==> config.mk <==
export PLATFORM = sky130hd
export DESIGN_NAME = gray_scanout
export DESIGN_NICKNAME = d
export VERILOG_FILES = /design/src/rtl/gs_pkg.sv /design/src/rtl/gs_pix_expand.sv /design/src/rtl/gs_redraw_flag.sv /design/src/rtl/gs_scan_ctrl.sv /design/src/rtl/gray_scanout.sv
export SDC_FILE = /design/constraint.sdc
export NUM_CORES = 1
export LEC_CHECK = 0
export ABC_CLOCK_PERIOD_IN_PS = 1700
export CAP_MARGIN = 20
export CORE_MARGIN = 3
export CORE_UTILIZATION = 45
export CTS_CLUSTER_DIAMETER = 120
export CTS_CLUSTER_SIZE = 30
export DETAILED_ROUTE_END_ITERATION = 8
export GPL_TIMING_DRIVEN = 0
export PLACE_DENSITY = 0.75
export SLEW_MARGIN = 20
export SYNTH_ARGS = -nofsm -noshare
export SYNTH_HDL_FRONTEND = slang
export SYNTH_SLANG_ARGS = --single-unit
==> constraint.sdc <==
create_clock -name clk -period 1.7 [get_ports clk]
set_input_delay 0.255 -clock clk [delete_from_list [all_inputs] [get_ports clk]]
set_output_delay 0.255 -clock clk [all_outputs]
set_load 0.005 [all_outputs]
==> src/rtl/gs_pkg.sv <==
package gs_pkg;

  typedef enum logic [1:0] {
    FMT_RGB15  = 2'd0,
    FMT_RGB16  = 2'd1,
    FMT_GRAY24 = 2'd2,
    FMT_GRAY24_ALT = 2'd3
  } fmt_e;

  typedef enum logic [2:0] {
    ST_IDLE  = 3'd0,
    ST_REQ   = 3'd1,
    ST_CAP   = 3'd2,
    ST_EMIT  = 3'd3,
    ST_FLUSH = 3'd4
  } scan_st_e;

  localparam int PIX_W = 24;

endpackage

==> src/rtl/gs_pix_expand.sv <==
module gs_pix_expand
  import gs_pkg::*;
(
  input  logic [3:0]       level,
  input  fmt_e             fmt,
  output logic [PIX_W-1:0] pix
);

  logic [4:0] n5;

  always_comb begin
    n5 = {level, level[3]};
    case (fmt)
      FMT_RGB15: pix = {9'd0, n5, n5, n5};
      FMT_RGB16: pix = {8'd0, n5, n5, n5[4], n5};
      default:   pix = {level, level, level, level, level, level};
    endcase
  end

endmodule

==> src/rtl/gs_redraw_flag.sv <==
module gs_redraw_flag (
  input  logic clk,
  input  logic rst,
  input  logic wr_strobe,
  input  logic frame_start,
  input  logic frame_done,
  output logic pending
);

  logic again_q;

  always_ff @(posedge clk) begin
    if (rst) begin
      pending <= 1'b0;
      again_q <= 1'b0;
    end else begin
      if (frame_start) begin
        again_q <= wr_strobe;
      end else if (frame_done) begin
        again_q <= 1'b0;
      end else if (wr_strobe) begin
        again_q <= 1'b1;
      end

      if (frame_done) begin
        pending <= again_q | wr_strobe;
      end else if (wr_strobe) begin
        pending <= 1'b1;
      end
    end
  end

  AST_REQ_SET: assert property (@(posedge clk) disable iff (rst)
    wr_strobe |=> pending);

endmodule

==> src/rtl/gs_scan_ctrl.sv <==
module gs_scan_ctrl
  import gs_pkg::*;
#(
  parameter int COL_BYTES  = 64,
  parameter int ROWS       = 64,
  parameter int MAG        = 4,
  parameter int ROW_STRIDE = 64,
  parameter int ADDR_W     = 13
) (
  input  logic              clk,
  input  logic              rst,
  input  logic              go,
  input  fmt_e              fmt,
  output logic              ram_rd_en,
  output logic [ADDR_W-1:0] ram_rd_addr,
  input  logic [7:0]        ram_rd_data,
  output logic              px_valid,
  input  logic              px_ready,
  output logic [PIX_W-1:0]  px_data,
  output logic              px_sof,
  output logic              px_eol,
  output logic              frame_start,
  output logic              frame_done
);

  localparam int CB_W = (COL_BYTES > 1) ? $clog2(COL_BYTES) : 1;
  localparam int RW_W = (ROWS > 1) ? $clog2(ROWS) : 1;
  localparam int MG_W = (MAG > 1) ? $clog2(MAG) : 1;
  localparam int ADDR_LIMIT = (ROWS - 1) * ROW_STRIDE + COL_BYTES;

  scan_st_e          state;
  logic [CB_W-1:0]   col_q;
  logic [RW_W-1:0]   row_q;
  logic [MG_W-1:0]   rep_x_q;
  logic [MG_W-1:0]   rep_y_q;
  logic              half_q;
  logic [7:0]        byte_q;
  logic [3:0]        level;
  logic [PIX_W-1:0]  pix_next;
  logic              take;
  logic              last_col, last_row, last_rx, last_ry;
  logic              first_pix, line_end;

  assign last_col  = (col_q == CB_W'(COL_BYTES - 1));
  assign last_row  = (row_q == RW_W'(ROWS - 1));
  assign last_rx   = (rep_x_q == MG_W'(MAG - 1));
  assign last_ry   = (rep_y_q == MG_W'(MAG - 1));
  assign first_pix = (col_q == '0) && !half_q && (rep_x_q == '0) &&
                     (rep_y_q == '0) && (row_q == '0);
  assign line_end  = last_col && half_q && last_rx;
  assign take      = !px_valid || px_ready;

  assign level = half_q ? byte_q[3:0] : byte_q[7:4];

  gs_pix_expand u_expand (
    .level (level),
    .fmt   (fmt),
    .pix   (pix_next)
  );

  assign ram_rd_en   = (state == ST_REQ);
  assign ram_rd_addr = ADDR_W'(int'(row_q) * ROW_STRIDE + int'(col_q));
  assign frame_start = (state == ST_IDLE) && go;
  assign frame_done  = (state == ST_FLUSH) && px_valid && px_ready;

  always_ff @(posedge clk) begin
    if (rst) begin
      state    <= ST_IDLE;
      col_q    <= '0;
      row_q    <= '0;
      rep_x_q  <= '0;
      rep_y_q  <= '0;
      half_q   <= 1'b0;
      byte_q   <= '0;
      px_valid <= 1'b0;
      px_data  <= '0;
      px_sof   <= 1'b0;
      px_eol   <= 1'b0;
    end else begin
      if (px_valid && px_ready) px_valid <= 1'b0;
      case (state)
        ST_IDLE: if (go) state <= ST_REQ;
        ST_REQ:  state <= ST_CAP;
        ST_CAP: begin
          byte_q <= ram_rd_data;
          state  <= ST_EMIT;
        end
        ST_EMIT: if (take) begin
          px_valid <= 1'b1;
          px_data  <= pix_next;
          px_sof   <= first_pix;
          px_eol   <= line_end;
          if (!last_rx) begin
            rep_x_q <= rep_x_q + 1'b1;
          end else begin
            rep_x_q <= '0;
            if (!half_q) begin
              half_q <= 1'b1;
            end else begin
              half_q <= 1'b0;
              if (!last_col) begin
                col_q <= col_q + 1'b1;
                state <= ST_REQ;
              end else begin
                col_q <= '0;
                if (!last_ry) begin
                  rep_y_q <= rep_y_q + 1'b1;
                  state   <= ST_REQ;
                end else begin
                  rep_y_q <= '0;
                  if (!last_row) begin
                    row_q <= row_q + 1'b1;
                    state <= ST_REQ;
                  end else begin
                    row_q <= '0;
                    state <= ST_FLUSH;
                  end
                end
              end
            end
          end
        end
        ST_FLUSH: if (px_valid && px_ready) state <= ST_IDLE;
        default: state <= ST_IDLE;
      endcase
    end
  end

  AST_HOLD_STALL: assert property (@(posedge clk) disable iff (rst)
    (px_valid && !px_ready) |=> (px_valid && $stable(px_data) &&
                                 $stable(px_sof) && $stable(px_eol)));

  AST_RD_IN_RANGE: assert property (@(posedge clk) disable iff (rst)
    ram_rd_en |-> (int'(ram_rd_addr) < ADDR_LIMIT));

  AST_SOF_ALONE: assert property (@(posedge clk) disable iff (rst)
    (px_valid && px_sof) |-> (int'(row_q) + int'(col_q) + int'(rep_y_q) == 0));

endmodule

==> src/rtl/gray_scanout.sv <==
module gray_scanout
  import gs_pkg::*;
#(
  parameter int COL_BYTES  = 64,
  parameter int ROWS       = 64,
  parameter int MAG        = 4,
  parameter int ROW_STRIDE = 64,
  parameter int RAM_ROWS   = 80,
  localparam int ADDR_W    = $clog2(ROW_STRIDE * RAM_ROWS)
) (
  input  logic              clk,
  input  logic              rst,
  input  logic              wr_strobe,
  input  logic [1:0]        fmt_sel,
  output logic              ram_rd_en,
  output logic [ADDR_W-1:0] ram_rd_addr,
  input  logic [7:0]        ram_rd_data,
  output logic              px_valid,
  input  logic              px_ready,
  output logic [23:0]       px_data,
  output logic              px_sof,
  output logic              px_eol,
  output logic              redraw_req
);

  logic frame_start;
  logic frame_done;

  gs_redraw_flag u_flag (
    .clk         (clk),
    .rst         (rst),
    .wr_strobe   (wr_strobe),
    .frame_start (frame_start),
    .frame_done  (frame_done),
    .pending     (redraw_req)
  );

  gs_scan_ctrl #(
    .COL_BYTES  (COL_BYTES),
    .ROWS       (ROWS),
    .MAG        (MAG),
    .ROW_STRIDE (ROW_STRIDE),
    .ADDR_W     (ADDR_W)
  ) u_ctrl (
    .clk         (clk),
    .rst         (rst),
    .go          (redraw_req),
    .fmt         (fmt_e'(fmt_sel)),
    .ram_rd_en   (ram_rd_en),
    .ram_rd_addr (ram_rd_addr),
    .ram_rd_data (ram_rd_data),
    .px_valid    (px_valid),
    .px_ready    (px_ready),
    .px_data     (px_data),
    .px_sof      (px_sof),
    .px_eol      (px_eol),
    .frame_start (frame_start),
    .frame_done  (frame_done)
  );

  AST_NO_STREAM_IDLE: assert property (@(posedge clk) disable iff (rst)
    !redraw_req |-> !px_valid);

endmodule

=== Yosys cells after proc, flatten, opt, wreduce, memory -nomap -nowiden ===
Cells that the tools add are included.

* Register bits after elaboration: 57
* Bits in latches: 0
* Memory bits (writable): 0
* Bits in read-only memories: 0
* Input bits: 14
* Output and inout port bits: 42
* Word-level logic and storage cells: 83
* Memories: 0

* Add/sub/neg operators: 5
* $mul: 0
* Divide/modulo/power cells: 0
* $lt $le $gt $ge: 0
* Equality and inequality tests: 14
* Shifts and indexed selects: 0
* Multiplexer cells: 23
* Bitwise gates (word level): 1
* Reduce and logical (&&, ||, !) cells: 27

{| class="wikitable"
|+ Operator list
! cell !! count
|-
| $pmux 24 s2 || 1
|-
| $mux 3 || 8
|-
| $pmux 3 s5 || 1
|-
| $add 12x6->13 || 1
|-
| $add 6x1->6 const B || 2
|-
| $eq 6x6->1 const B || 2
|-
| $logic_not 6->1 || 2
|-
| $mux 6 || 2
|-
| $logic_and 1x1->1 || 10
|-
| $reduce_and 5->1 || 2
|-
| $mux 1 || 8
|-
| $eq 3x2->1 const B || 2
|-
| $logic_not 2->1 || 3
|-
| $ne 2x1->1 const B || 3
|-
| $reduce_and 6->1 || 1
|-
| $add 2x1->2 const B || 2
|-
| $eq 2x2->1 const B || 2
|-
| $mux 2 || 2
|-
| $mux 4 || 1
|-
| $ne 2x2->1 const B || 2
|-
| $reduce_and 4->1 || 1
|-
| $eq 3x1->1 const B || 1
|-
| $eq 3x3->1 const B || 1
|-
| $logic_not 3->1 || 1
|-
| 8 further kinds || 9
|}

=== Logic depth before layout (Yosys ltp) ===
* Depth in word-level cells: 8
* Mapped depth: 7
* Mapped depth without buffers: 6

=== By module ===
Synthesis repeated with hierarchy kept, for this count alone.

* Cell total of the unflattened synthesis: 347
* Area total of the unflattened synthesis: 2,748.9 µm²

{| class="wikitable"
|+ By module, submodules not included
! module !! times used !! cells an instance !! area an instance (µm²) !! seq. area each (µm²)
|-
| gs_scan_ctrl || 1 || 300 || 2,406.1 || 1,101.1
|-
| gs_pix_expand || 1 || 39 || 259.0 || 0.0
|-
| gs_redraw_flag || 1 || 8 || 83.8 || 40.0
|}

=== Worst setup path before layout ===
OpenSTA, ideal clock, no wires.

* Path kind: register -> register
* Start point: reg u_ctrl.rep_x_q[0]
* End point: reg u_ctrl.col_q[5]
* Setup time: 0.086 ns
* Arrival: 1.782 ns
* Data required time: 1.614 ns
* Setup slack: -0.168 ns
* Stages on the path, launching flop included: 7
* Path buffers: 1
* Period minus slack after synthesis: 1.868 ns
* Cells stage by stage: dfxtp_1 ha_1 nand2_1 or3_1 clkbuf_1 or4_1 a211oi_1

* Cells in the longest elaborated chain, start to end: 2

{| class="wikitable"
|+ Ends and longest elaborated chain
! element !! RTL line !! text
|-
| start: declaration || gs_scan_ctrl.sv:34 || <nowiki>logic [MG_W-1:0] rep_x_q;</nowiki>
|-
| start signal: assignment || gs_scan_ctrl.sv:94 || <nowiki>rep_x_q <= rep_x_q + 1'b1;</nowiki>
|-
| $eq 2x2->1 || gs_scan_ctrl.sv:46 || <nowiki>assign last_rx = (rep_x_q == MG_W'(MAG - 1));</nowiki>
|-
| $reduce_and 4->1 (no line) || -- ||
|-
| end signal: assignment || gs_scan_ctrl.sv:102 || <nowiki>col_q <= col_q + 1'b1;</nowiki>
|-
| end: declaration || gs_scan_ctrl.sv:32 || <nowiki>logic [CB_W-1:0] col_q;</nowiki>
|}

Every way passes these cells.
A chain may end at the register's enable or synchronous reset.

=== Worst setup path in the final report ===
* Start point: reg u_ctrl.state[2]
* End point: reg u_ctrl.col_q[5]

* Cells in the longest elaborated chain, start to end: 2

{| class="wikitable"
|+ Ends and longest elaborated chain
! element !! RTL line !! text
|-
| start: declaration || gs_scan_ctrl.sv:31 || <nowiki>scan_st_e state;</nowiki>
|-
| start signal: assignment || gs_scan_ctrl.sv:68 || <nowiki>state <= ST_IDLE;</nowiki>
|-
| start signal: assignment || gs_scan_ctrl.sv:82 || <nowiki>ST_IDLE: if (go) state <= ST_REQ;</nowiki>
|-
| start signal: assignment || gs_scan_ctrl.sv:83 || <nowiki>ST_REQ: state <= ST_CAP;</nowiki>
|-
| $eq 3x2->1 || gs_scan_ctrl.sv:81 || <nowiki>case (state)</nowiki>
|-
| $reduce_and 4->1 (no line) || -- ||
|}

Every way passes these cells.

==> results.md <==
- Clock power share: 0.305
- Number of synthesized flops with an enable pin: 0
- CP Max Fanout: 7
- Most numerous cell in the Yosys netlist: dfxtp_1
- Cells after Synth: 300
- Place WS: -0.5136 ns
- Internal power: 0.001670 W
- Synth top area share: 0.4113
- Core Box Area: 5270 um^2
- ANT cells: 0
- Initial Util: 0.4803
- Dpl cell area: 3216 um^2
- Clock-pin slew on the worst setup and hold paths: 0.09 ns
- Synthesized cell area: 2531 um^2
- FFs w/ async S/R, synth: 0
- Pleak: 1.227 nW
- Final WS setup: 0.008865 ns
- Layout area overhead: 40.68%
- Worst-case clock buffer depth: 2
- CTS tree: built
- Final Core Density: 0.6757
- Number of global-route vias before repair: 2194
- Fin. Hold Viols: 0
- Kind of critical path: flop to flop
- Reg power frac: 0.571
- Hold WS: 0.3909 ns
- Detailed-route via count: 2438
- Gr usage total: 0.2048
- Max-cap violations: 0
- Syn avg cell area: 8.437 um^2
- Syn Nets: 322
- Period Utilization, post-route: 0.9948
- Die width: 81 um
- Pwr dens: 632.7 nW/um^2
- Design Area, Final: 3561 um^2
- Achievable frequency: 591.3 MHz
- CP Launch Type: flop
- Synth top cells by count: dfxtp_1, nor2_1, nand2_1, a21oi_1
- Max VDD drop: 477.1 uV
- Synth area leader: dfxtp_1
- First-pass GRT wire length: 10520 um
- Tightest Pin Transition: 0.5617 ns
- WL final: 6606 um
- Tmin final: 1.691 ns
- Wire length per cell: 14.84 um
- Layout cells sized above 1: 0.2133
- Num CTS Buffers: 5
- Switching share of power: 0.2586
- Root Buffer: clkbuf_8
- Placer Congestion: 0.8760
- Worst path required time: 1.92 ns
- Outcome: finished, final reports clean
- Synth top area cells: dfxtp_1, mux2i_1, nor2_1
- Unrepaired setup endpoints after global routing: true
- # DRC: 0
- Gate power share: 0.125
- Routed Antenna Nets: 0
- Largest net degree at the start of global routing: 16
- Placed wire-length estimate: 4609 um
- Final Setup Violations: 0
- Yosys cell types: 44
- Worst skew pair latency: 0.30 ns
- Total power: 0.002253 W
- Slew Limit Headroom: 0.6255
- Num rows: 26
- Sequential area share after synthesis: 0.4113
- Synth Warn #: 0
- Final #Nets: 397
- Top_reg_cell synth: dfxtp_1
- Worst setup EP type: flop
- Initial antenna violation count: 0
- Clock sink count: 52
- CTS H-tree lvls: 2
- Die Ht: 81 um
- Yosys reg bits: 52
- Sw Pwr: 0.0005826 W
- PortBufs: 52
- Hold WC Path Type: input pin to flop
- Routed vias/inst: 5.479
- Die area: 6561 um^2
- Critical Path AT: 1.91 ns
- Post-CTS Hold Fix Bufs: 0
- Max Slew Vio Count: 0
- DR iter-0 viols: 170
- Detailed Routing Iterations Pass 1: 4
- Setup Skew: 0.003486 ns
- Top-level I/O count: 56
- Total grt overflow: 0
[timing repair]
action	in CTS	in global routing
endpoints found under the setup margin	39	29
gates resized for setup	28	22
setup buffers	8	11
pin swaps	8	2
[stage by stage]
step / TNS (ns) / cells
after detailed placement: -10.65 / 422
after CTS: -0.001929 / 434
final: 0 / 445
after global placement: -9.496 / 422
after global routing: -0.1486 / 445
after floorplan: -0.006453 / 300
[worst max-delay path, cell delays in order, from the launching register on]
cell and delay [ns]:
dfxtp_4 0.37, nand3b_4 0.16, or3_4 0.45, or4_4 0.43
a211oi_2 0.20
[layout make-up]
cell class,count,area [um^2]
plain buffers,23,127.6
clock buffers,5,68.82
clock inverters,2,11.26
fillers,452,1709
inverters,11,41.29
multi-input cells,211,1499
flip-flops and latches,52,1067
well taps,70,87.58
repair buffers,71,658.1
[final timing paths]
check,from,endpoint,slack (ns),cells after the start
worst max-delay path,u_ctrl.state[2]$_SDFFE_PP0P_,u_ctrl.col_q[5]$_SDFFE_PP0P_,0.009,4
worst min-delay path,rst,u_ctrl.row_q[4]$_SDFFE_PP0P_,0.39,3
worst max register to register,u_ctrl.state[2]$_SDFFE_PP0P_,u_ctrl.col_q[5]$_SDFFE_PP0P_,0.009,4
worst min register to register,u_ctrl.px_data[3]$_SDFFE_PP0P_,u_ctrl.px_data[3]$_SDFFE_PP0P_,0.46,2
[logic make-up (layout without fill, tap and decap cells)]
logic type               after synthesis  count (layout)  synth area share
AND/OR/NAND/NOR                      121             121            0.2402
flip-flops                            52              52            0.4113
AO/OA/AOI/OAI                         57              57            0.1473
XOR/XNOR                               5               5           0.01730
other                                  1               1          0.001482
multiplexers                          19              19           0.07711
adder cells (fa/ha/maj)                8               8           0.03955
buffers and inverters                 37             112           0.06574
[power by group through the flow]
stage               registers [W]  logic [W]  clock network [W]
floorplan                 0.00131   0.000160                  0
global placement          0.00131   0.000264                  0
detailed placement        0.00131   0.000269                  0
CTS                       0.00129   0.000274           0.000690
global route              0.00129   0.000311           0.000755
finish                    0.00129   0.000281           0.000687
[registers in the layout (all words and copies together) (netlist names)]
| name | cells |
|---|---|
| u_ctrl.byte_q | 8 |
| u_ctrl.col_q | 6 |
| u_ctrl.half_q | 1 |
| u_ctrl.px_data | 19 |
| u_ctrl.px_eol | 1 |
| u_ctrl.px_sof | 1 |
| u_ctrl.px_valid | 1 |
| u_ctrl.rep_x_q | 2 |
| u_ctrl.rep_y_q | 2 |
| u_ctrl.row_q | 6 |
| u_ctrl.state | 3 |
| u_flag.again_q | 1 |
| u_flag.pending | 1 |
[cell usage in the layout, fill, tap and decap left out, types with 5 or more instances in the layout]
cell type         n
a21oi_1          21
a311oi_1          6
buf_4            25
clkbuf_1          8
clkbuf_2          6
clkbuf_8          5
clkdlybuf4s50_1  50
dfxtp_1          39
dfxtp_2           9
ha_1              5
inv_1            11
mux2i_1          15
nand2_1          24
nand3_1          12
nor2_1           35
nor3_1            8
nor4_1            5
o21ai_0          10
o31a_1            5
[metal layers]
layer | share of wire | up-vias | track usage
met3 | 0.039 | 10 | 0.04545
met1 | 0.47 | 1160 | 0.2877
li1 | - | 1208 | -
met2 | 0.48 | 60 | 0.3161
met4 | 0.012 | 0 | 0.05574
met5 | 0 | - | 0
No activity file was read; power rests on OpenSTA's default activity.
